--- src/rtl/i2c_slv_pkg.sv ---
package i2c_slv_pkg;
  typedef enum logic [3:0] {
    MJ_IDLE    = 4'h0,
    MJ_START   = 4'h1,
    MJ_BYSTAND = 4'h2,
    MJ_WAIT    = 4'h3,
    MJ_TX      = 4'h8,
    MJ_RX      = 4'h9,
    MJ_ADR1    = 4'hA,
    MJ_ADR2    = 4'hB
  } major_e;

  localparam logic [4:0] HDR10_PREFIX = 5'b11110;
endpackage

--- src/rtl/i2c_slv_cond.sv ---
module i2c_slv_cond (
  input  logic clk,
  input  logic rst_n,
  input  logic scl_i,
  input  logic sda_i,
  output logic scl_rise,
  output logic scl_fall,
  output logic start_det,
  output logic stop_det
);
  logic scl_q, sda_q;

  always_ff @(posedge clk or negedge rst_n) begin
    if (!rst_n) begin
      scl_q <= 1'b1;
      sda_q <= 1'b1;
    end else begin
      scl_q <= scl_i;
      sda_q <= sda_i;
    end
  end

  assign scl_rise  = scl_i & ~scl_q;
  assign scl_fall  = ~scl_i & scl_q;
  assign start_det = scl_i & scl_q & sda_q & ~sda_i;
  assign stop_det  = scl_i & scl_q & ~sda_q & sda_i;
endmodule

--- src/rtl/i2c_slv_shift.sv ---
module i2c_slv_shift #(
  parameter int unsigned DATA_W = 8,
  localparam int unsigned SLOT_W = $clog2(DATA_W + 1)
) (
  input  logic              clk,
  input  logic              rst_n,
  input  logic              run,
  input  logic              scl_rise,
  input  logic              scl_fall,
  input  logic              sda_i,
  output logic [SLOT_W-1:0] slot,
  output logic [DATA_W-1:0] shreg,
  output logic              ack_hi
);
  localparam logic [SLOT_W-1:0] ACK_SLOT = SLOT_W'(DATA_W);

  logic [SLOT_W-1:0] slot_n;
  logic              slot_en, sh_en, ack_en;

  always_comb begin
    slot_en = ~run | scl_fall;
    if (!run)                slot_n = '0;
    else if (slot == ACK_SLOT) slot_n = '0;
    else                     slot_n = slot + 1'b1;
    sh_en  = run & scl_rise & (slot != ACK_SLOT);
    ack_en = run & scl_rise & (slot == ACK_SLOT);
  end

  always_ff @(posedge clk or negedge rst_n) begin
    if (!rst_n) begin
      slot   <= '0;
      shreg  <= '0;
      ack_hi <= 1'b0;
    end else begin
      if (slot_en) slot   <= slot_n;
      if (sh_en)   shreg  <= {shreg[DATA_W-2:0], sda_i};
      if (ack_en)  ack_hi <= sda_i;
    end
  end
endmodule

--- src/rtl/i2c_slv_match.sv ---
module i2c_slv_match #(
  parameter int unsigned DATA_W = 8,
  parameter int unsigned ADDR_W = 10
) (
  input  logic [DATA_W-1:0] shreg,
  input  logic [ADDR_W-1:0] own_addr,
  input  logic              mode10,
  output logic              hdr_hit,
  output logic              lo_hit,
  output logic              rw
);
  import i2c_slv_pkg::*;

  logic hit7, hit10;

  always_comb begin
    hit7    = (shreg[DATA_W-1:1] == own_addr[DATA_W-2:0]);
    hit10   = (shreg[DATA_W-1:3] == HDR10_PREFIX) &&
              (shreg[2:1] == own_addr[ADDR_W-1 -: 2]);
    hdr_hit = mode10 ? hit10 : hit7;
    lo_hit  = (shreg == own_addr[DATA_W-1:0]);
    rw      = shreg[0];
  end
endmodule

--- src/rtl/i2c_slave_fsm.sv ---
module i2c_slave_fsm #(
  parameter int unsigned DATA_W = 8,
  parameter int unsigned ADDR_W = 10,
  localparam int unsigned SLOT_W = $clog2(DATA_W + 1),
  localparam int unsigned IDX_W  = $clog2(DATA_W)
) (
  input  logic              clk,
  input  logic              rst_n,
  input  logic              enable,
  input  logic              scl_i,
  input  logic              sda_i,
  output logic              sda_oe,
  input  logic [ADDR_W-1:0] own_addr,
  input  logic              addr10_en,
  input  logic [DATA_W-1:0] tx_data,
  output logic              tx_taken,
  output logic [DATA_W-1:0] rx_data,
  output logic              rx_valid,
  input  logic              rx_refuse,
  output logic [7:0]        diag_state
);
  import i2c_slv_pkg::*;

  localparam logic [SLOT_W-1:0] ACK_SLOT  = SLOT_W'(DATA_W);
  localparam logic [SLOT_W-1:0] LAST_BIT  = SLOT_W'(DATA_W - 1);

  logic [1:0] rst_sync;
  logic       rst_q;

  always_ff @(posedge clk or negedge rst_n) begin
    if (!rst_n) rst_sync <= 2'b00;
    else        rst_sync <= {rst_sync[0], 1'b1};
  end
  assign rst_q = rst_sync[1];

  logic scl_rise, scl_fall, start_det, stop_det;

  i2c_slv_cond u_cond (
    .clk       (clk),
    .rst_n     (rst_q),
    .scl_i     (scl_i),
    .sda_i     (sda_i),
    .scl_rise  (scl_rise),
    .scl_fall  (scl_fall),
    .start_det (start_det),
    .stop_det  (stop_det)
  );

  major_e            major, major_n;
  logic              byte_st;
  logic [SLOT_W-1:0] slot;
  logic [DATA_W-1:0] shreg;
  logic              ack_hi;

  assign byte_st = major[3];

  i2c_slv_shift #(.DATA_W(DATA_W)) u_shift (
    .clk      (clk),
    .rst_n    (rst_q),
    .run      (byte_st & enable),
    .scl_rise (scl_rise),
    .scl_fall (scl_fall),
    .sda_i    (sda_i),
    .slot     (slot),
    .shreg    (shreg),
    .ack_hi   (ack_hi)
  );

  logic hdr_hit, lo_hit, rw;

  i2c_slv_match #(.DATA_W(DATA_W), .ADDR_W(ADDR_W)) u_match (
    .shreg    (shreg),
    .own_addr (own_addr),
    .mode10   (addr10_en),
    .hdr_hit  (hdr_hit),
    .lo_hit   (lo_hit),
    .rw       (rw)
  );

  logic              ack_oe, ack_oe_n;
  logic              full10, full10_n;
  logic [DATA_W-1:0] tx_byte, tx_byte_n;
  logic [DATA_W-1:0] rx_data_n;
  logic              rx_valid_n, tx_taken_n;
  logic              into_ack, out_ack, load_tx;
  logic [IDX_W-1:0]  bit_idx;
  logic              tx_drive;

  always_comb begin
    into_ack   = scl_fall && (slot == LAST_BIT);
    out_ack    = scl_fall && (slot == ACK_SLOT);
    major_n    = major;
    ack_oe_n   = ack_oe;
    full10_n   = full10;
    rx_data_n  = rx_data;
    rx_valid_n = 1'b0;
    load_tx    = 1'b0;

    if (!enable) begin
      major_n  = MJ_IDLE;
      ack_oe_n = 1'b0;
      full10_n = 1'b0;
    end else if (stop_det) begin
      major_n  = MJ_IDLE;
      ack_oe_n = 1'b0;
      full10_n = 1'b0;
    end else if (start_det) begin
      major_n  = MJ_START;
      ack_oe_n = 1'b0;
    end else begin
      unique case (major)
        MJ_START: if (scl_fall) major_n = MJ_ADR1;
        MJ_ADR1: begin
          if (into_ack) begin
            if (hdr_hit && (!addr10_en || !rw || full10)) begin
              ack_oe_n = 1'b1;
            end else begin
              major_n  = MJ_BYSTAND;
              full10_n = 1'b0;
            end
          end else if (out_ack) begin
            ack_oe_n = 1'b0;
            if (addr10_en && !rw) begin
              major_n = MJ_ADR2;
            end else if (rw) begin
              major_n = MJ_TX;
              load_tx = 1'b1;
            end else begin
              major_n = MJ_RX;
            end
          end
        end
        MJ_ADR2: begin
          if (into_ack) begin
            if (lo_hit) begin
              ack_oe_n = 1'b1;
              full10_n = 1'b1;
            end else begin
              major_n  = MJ_BYSTAND;
              full10_n = 1'b0;
            end
          end else if (out_ack) begin
            ack_oe_n = 1'b0;
            major_n  = MJ_RX;
          end
        end
        MJ_RX: begin
          if (into_ack) begin
            rx_data_n  = shreg;
            rx_valid_n = 1'b1;
            ack_oe_n   = ~rx_refuse;
          end else if (out_ack) begin
            ack_oe_n = 1'b0;
            major_n  = ack_oe ? MJ_RX : MJ_WAIT;
          end
        end
        MJ_TX: begin
          if (out_ack) begin
            if (ack_hi) begin
              major_n = MJ_WAIT;
            end else begin
              load_tx = 1'b1;
            end
          end
        end
        default: major_n = major;
      endcase
    end

    tx_byte_n  = load_tx ? tx_data : tx_byte;
    tx_taken_n = load_tx;
  end

  always_ff @(posedge clk or negedge rst_q) begin
    if (!rst_q) begin
      major    <= MJ_IDLE;
      ack_oe   <= 1'b0;
      full10   <= 1'b0;
      tx_byte  <= '0;
      rx_data  <= '0;
      rx_valid <= 1'b0;
      tx_taken <= 1'b0;
    end else begin
      major    <= major_n;
      ack_oe   <= ack_oe_n;
      full10   <= full10_n;
      tx_byte  <= tx_byte_n;
      rx_data  <= rx_data_n;
      rx_valid <= rx_valid_n;
      tx_taken <= tx_taken_n;
    end
  end

  always_comb begin
    bit_idx  = IDX_W'(DATA_W - 1) - IDX_W'(slot);
    tx_drive = (major == MJ_TX) && (slot != ACK_SLOT) && !tx_byte[bit_idx];
  end

  assign sda_oe     = ack_oe | tx_drive;
  assign diag_state = {major, byte_st ? 4'(slot) : 4'h0};
endmodule

--- config.mk ---
export PLATFORM = sky130hd
export DESIGN_NAME = i2c_slave_fsm
export DESIGN_NICKNAME = d
export VERILOG_FILES = /design/src/rtl/i2c_slv_pkg.sv /design/src/rtl/i2c_slv_cond.sv /design/src/rtl/i2c_slv_shift.sv /design/src/rtl/i2c_slv_match.sv /design/src/rtl/i2c_slave_fsm.sv
export SDC_FILE = /design/constraint.sdc
export NUM_CORES = 1
export LEC_CHECK = 0
export ABC_CLOCK_PERIOD_IN_PS = 1700
export BUFFER_PORTS_ARGS = -buffer_cell sky130_fd_sc_hd__buf_2
export CAP_MARGIN = 5
export CORE_UTILIZATION = 24
export CTS_CLUSTER_DIAMETER = 40
export CTS_CLUSTER_SIZE = 25
export DETAILED_ROUTE_END_ITERATION = 7
export SLEW_MARGIN = 0
export SYNTH_ARGS = -nofsm -noshare
export SYNTH_HDL_FRONTEND = slang
export SYNTH_SLANG_ARGS = --single-unit
--- constraint.sdc ---
create_clock -name clk -period 1.7 [get_ports clk]
set_clock_uncertainty 0.2 [all_clocks]
set_input_delay 0.085 -clock clk [delete_from_list [all_inputs] [get_ports clk]]
set_output_delay 0.085 -clock clk [all_outputs]
set_load 0.02 [all_outputs]
==> metrics.txt <==
result of the run finished, violations left; failing checks setup timing; EDFF count, synth 0; share of layout cells above drive strength 1 0.561; CP Launch Type flop; Max IR drop VDD 332 uV; met3 Usage GRT 0.0295; Antenna Nets Post-Route 0; Worst R2R End rx_data[2]; initial antenna violation count 0; busiest grt layer met2; Synth Register Bits 40; Slew Limit Fails 0; slowest stage cell, crit path dfrtp_2; final estimated routing congestion in global placement 0.825; 1st-iter DRT viols 64; delay-heaviest family, CP buffers and inverters; die footprint 9440 um^2; largest net degree at the start of global routing 39; worst min-delay path class reg2async; Synth Flop Type dfrtp_1; vias 2088; Initial Util 0.249; max_cap viols 0; Port Buf Inserts 42; net count after synthesis 225; DRC 0; CTS tree done; total wire length 6.48 mm; CP bufs+invs 3; Pre-Repair DR Iteration Count 4; RSZ-0062 raised after global routing yes; row count 34; crit path capture type flop; H-tree depth 2; GRT met2 Usage 0.237; vias in the first global route 2242; worst slack, placed -457 ps; CORE AREA 8720 um^2; CP Capture Point rx_data[2]; vias per inst 4.79; Critical R2R Launch u_shift.slot[0]; Mapped Cells 198; clock slew at reported path FFs 80 ps; clock root cell clkbuf_8; Synth cell types 49; synthesized area 2170 um^2; CP peak stage delay 440 ps; clk_lat worst skew 290 ps; Pleak 1.73 nW; Top Ports 44; GRT Overall Usage 0.140; most used cell, CP buf_6; worst-path fanout max 5; Reg2Reg Depth 8; Synth Area per Inst 11.0 um^2; R2R Setup Slk -420 ps; Max Root-Sink Buffers 2; CTS Buf Count 5; grt ovf 0; final core occ 0.410; PD cells 593 nW/um^2; Worst Setup SP u_shift.slot[0]; YS warnings 0; die height 97.1 um; ANT cells 0; Final setup viols 32; DP HPWL 4.40 mm; DIE WIDTH 97.1 um; period utilization 1.25; Async S/R FF share, synth 1.00; Syn-to-layout area delta 64.6%; Arrival @ worst endpoint 2090 ps; post-route minimum period 2120 ps; Final Total Pwr 0.00212 W; WP data required 1670 ps; DR WL/cell 14.9 um; fillcell total 825; grt met1 use 0.168; Seq/Total Area, Yosys 0.462; kind of critical path reg2reg; post-route worst setup slack -417 ps; CP Depth 8; Nets 354; fmax 472 MHz; CTS Sinks 40; worst path cell trace ha_4 > nand3b_1 > buf_6 > nor4b_4 > buf_4 > nand2_4 > buf_6 > mux2_2; first-pass GRT wire length 10.6 mm; Final Hold Viols 0
per-layer routing:
| layer | up-vias | part of all wire |
|---|---|---|
| met2 | 67 | 0.49 |
| met4 | 0 | 0.039 |
| met3 | 24 | 0.045 |
| met5 | - | 0 |
| li1 | 969 | - |
| met1 | 1028 | 0.43 |
cells in the final DEF, fill, tap and decap left out, types with 3 or more instances in the layout:
| cell type | instances |
|---|---|
| nor2_1 | 12 |
| xnor2_1 | 8 |
| nand2_1 | 7 |
| mux2_4 | 17 |
| buf_4 | 61 |
| o21ai_0 | 4 |
| a21oi_1 | 4 |
| xor2_1 | 10 |
| clkbuf_8 | 5 |
| nand4_1 | 5 |
| buf_6 | 10 |
| nor4_2 | 4 |
| mux2_2 | 8 |
| dlygate4sd3_1 | 14 |
| buf_2 | 41 |
| inv_1 | 5 |
| nand3_1 | 6 |
| nor3_1 | 3 |
| dfrtp_1 | 36 |
what timing repair did:
action	in CTS	in global routing
setup buffers	10	5
endpoints found under the setup margin	30	33
hold buffers	14	0
gates resized for setup	49	6
pin swaps	29	11
hold endpoints to repair	21	0
Yosys cell counts, types with 2 or more instances:
| master | count | share of area |
|---|---|---|
| dfrtp_1 | 38 | 0.44 |
| mux2_2 | 25 | 0.13 |
| nor2_1 | 14 | 0.024 |
| nand2_1 | 11 | 0.019 |
| xor2_1 | 10 | 0.040 |
| nand3_1 | 8 | 0.018 |
| xnor2_1 | 8 | 0.032 |
| inv_1 | 7 | 0.012 |
| a21oi_1 | 5 | 0.012 |
| nand4_1 | 5 | 0.014 |
| nor3_1 | 5 | 0.012 |
| o21ai_0 | 5 | 0.012 |
| nor4_1 | 4 | 0.012 |
| nor2b_1 | 3 | 0.0086 |
| a211o_1 | 2 | 0.0081 |
| a211oi_1 | 2 | 0.0069 |
| and2_1 | 2 | 0.0058 |
| buf_4 | 2 | 0.0069 |
| clkbuf_1 | 2 | 0.0035 |
| conb_1 | 2 | 0.0035 |
| dfstp_2 | 2 | 0.024 |
| ha_1 | 2 | 0.012 |
| mux2i_1 | 2 | 0.0092 |
| mux4_2 | 2 | 0.021 |
| nand2b_1 | 2 | 0.0058 |
| nand3b_1 | 2 | 0.0069 |
| nor2_2 | 2 | 0.0058 |
| o21a_1 | 2 | 0.0069 |
| o22ai_1 | 2 | 0.0058 |
logic make-up after synthesis:
| family | Yosys count | synth area share |
|---|---|---|
| AO/OA/AOI/OAI | 29 | 0.0956 |
| multiplexers | 29 | 0.160 |
| XOR/XNOR | 18 | 0.0726 |
| adder cells (fa/ha/maj) | 2 | 0.0115 |
| other | 2 | 0.00346 |
| buffers and inverters | 13 | 0.0300 |
| flip-flops | 40 | 0.462 |
| AND/OR/NAND/NOR | 65 | 0.165 |
worst register-to-register path: stages, from the launching register on:
cell	delay [ps]
dfrtp_2	440
ha_4	150
nand3b_1	140
buf_6	160
nor4b_4	250
buf_4	200
nand2_4	60
buf_6	130
mux2_2	270
through the flow:
step           TNS, ps  cells  instance area [um^2]  hold slack (ps)
6_report         -9930    436                  3570             41.0
5_1_grt         -11980    436                  3570             70.2
4_1_cts          -9100    432                  3520             25.1
3_5_place_dp    -11100    401                  2980             -326
3_3_place_gp     -9810    401                  2980             -329
2_1_floorplan    -7730    198                  2210             -411
flip-flops by register name (all words and copies together) (netlist names):
| signal | flops |
|---|---|
| u_shift.slot | 4 |
| u_cond.sda_q | 1 |
| full10 | 1 |
| u_shift.shreg | 8 |
| ack_oe | 1 |
| tx_taken | 1 |
| u_cond.scl_q | 1 |
| major | 3 |
| rst_sync | 2 |
| rx_valid | 1 |
| tx_byte | 8 |
| u_shift.ack_hi | 1 |
| rx_data | 8 |
worst min path at each step:
stage / from / to / slack (ps)
5_1_grt: rst_sync[1] / tx_byte[5] / 70
3_5_place_dp: rst_n / rst_sync[0] / -330
2_1_floorplan: rst_n / rst_sync[0] / -410
6_report: rst_sync[1] / rx_data[3] / 40
3_3_place_gp: rst_n / rst_sync[0] / -330
4_1_cts: scl_i / tx_taken / 30
power by group:
group | switching, W | internal, W | leakage (nW) | total (W)
registers | 0.00000644 | 0.000960 | 0.544 | 0.000967
clock network | 0.000339 | 0.000587 | 0.0654 | 0.000926
logic | 0.000108 | 0.000119 | 1.12 | 0.000227
layout make-up:
| type | instances | area (um^2) | area share |
|---|---|---|---|
| Inverter | 7 | 26.3 | 0.00735 |
| Clock buffer | 6 | 72.6 | 0.0203 |
| Tap cell | 108 | 135 | 0.0378 |
| Multi-Input combinational cell | 145 | 1320 | 0.369 |
| Sequential cell | 40 | 1010 | 0.281 |
| Clock inverter | 2 | 60.1 | 0.0168 |
| Timing Repair Buffer | 128 | 956 | 0.267 |
Power figures use the tool's default switching activity.
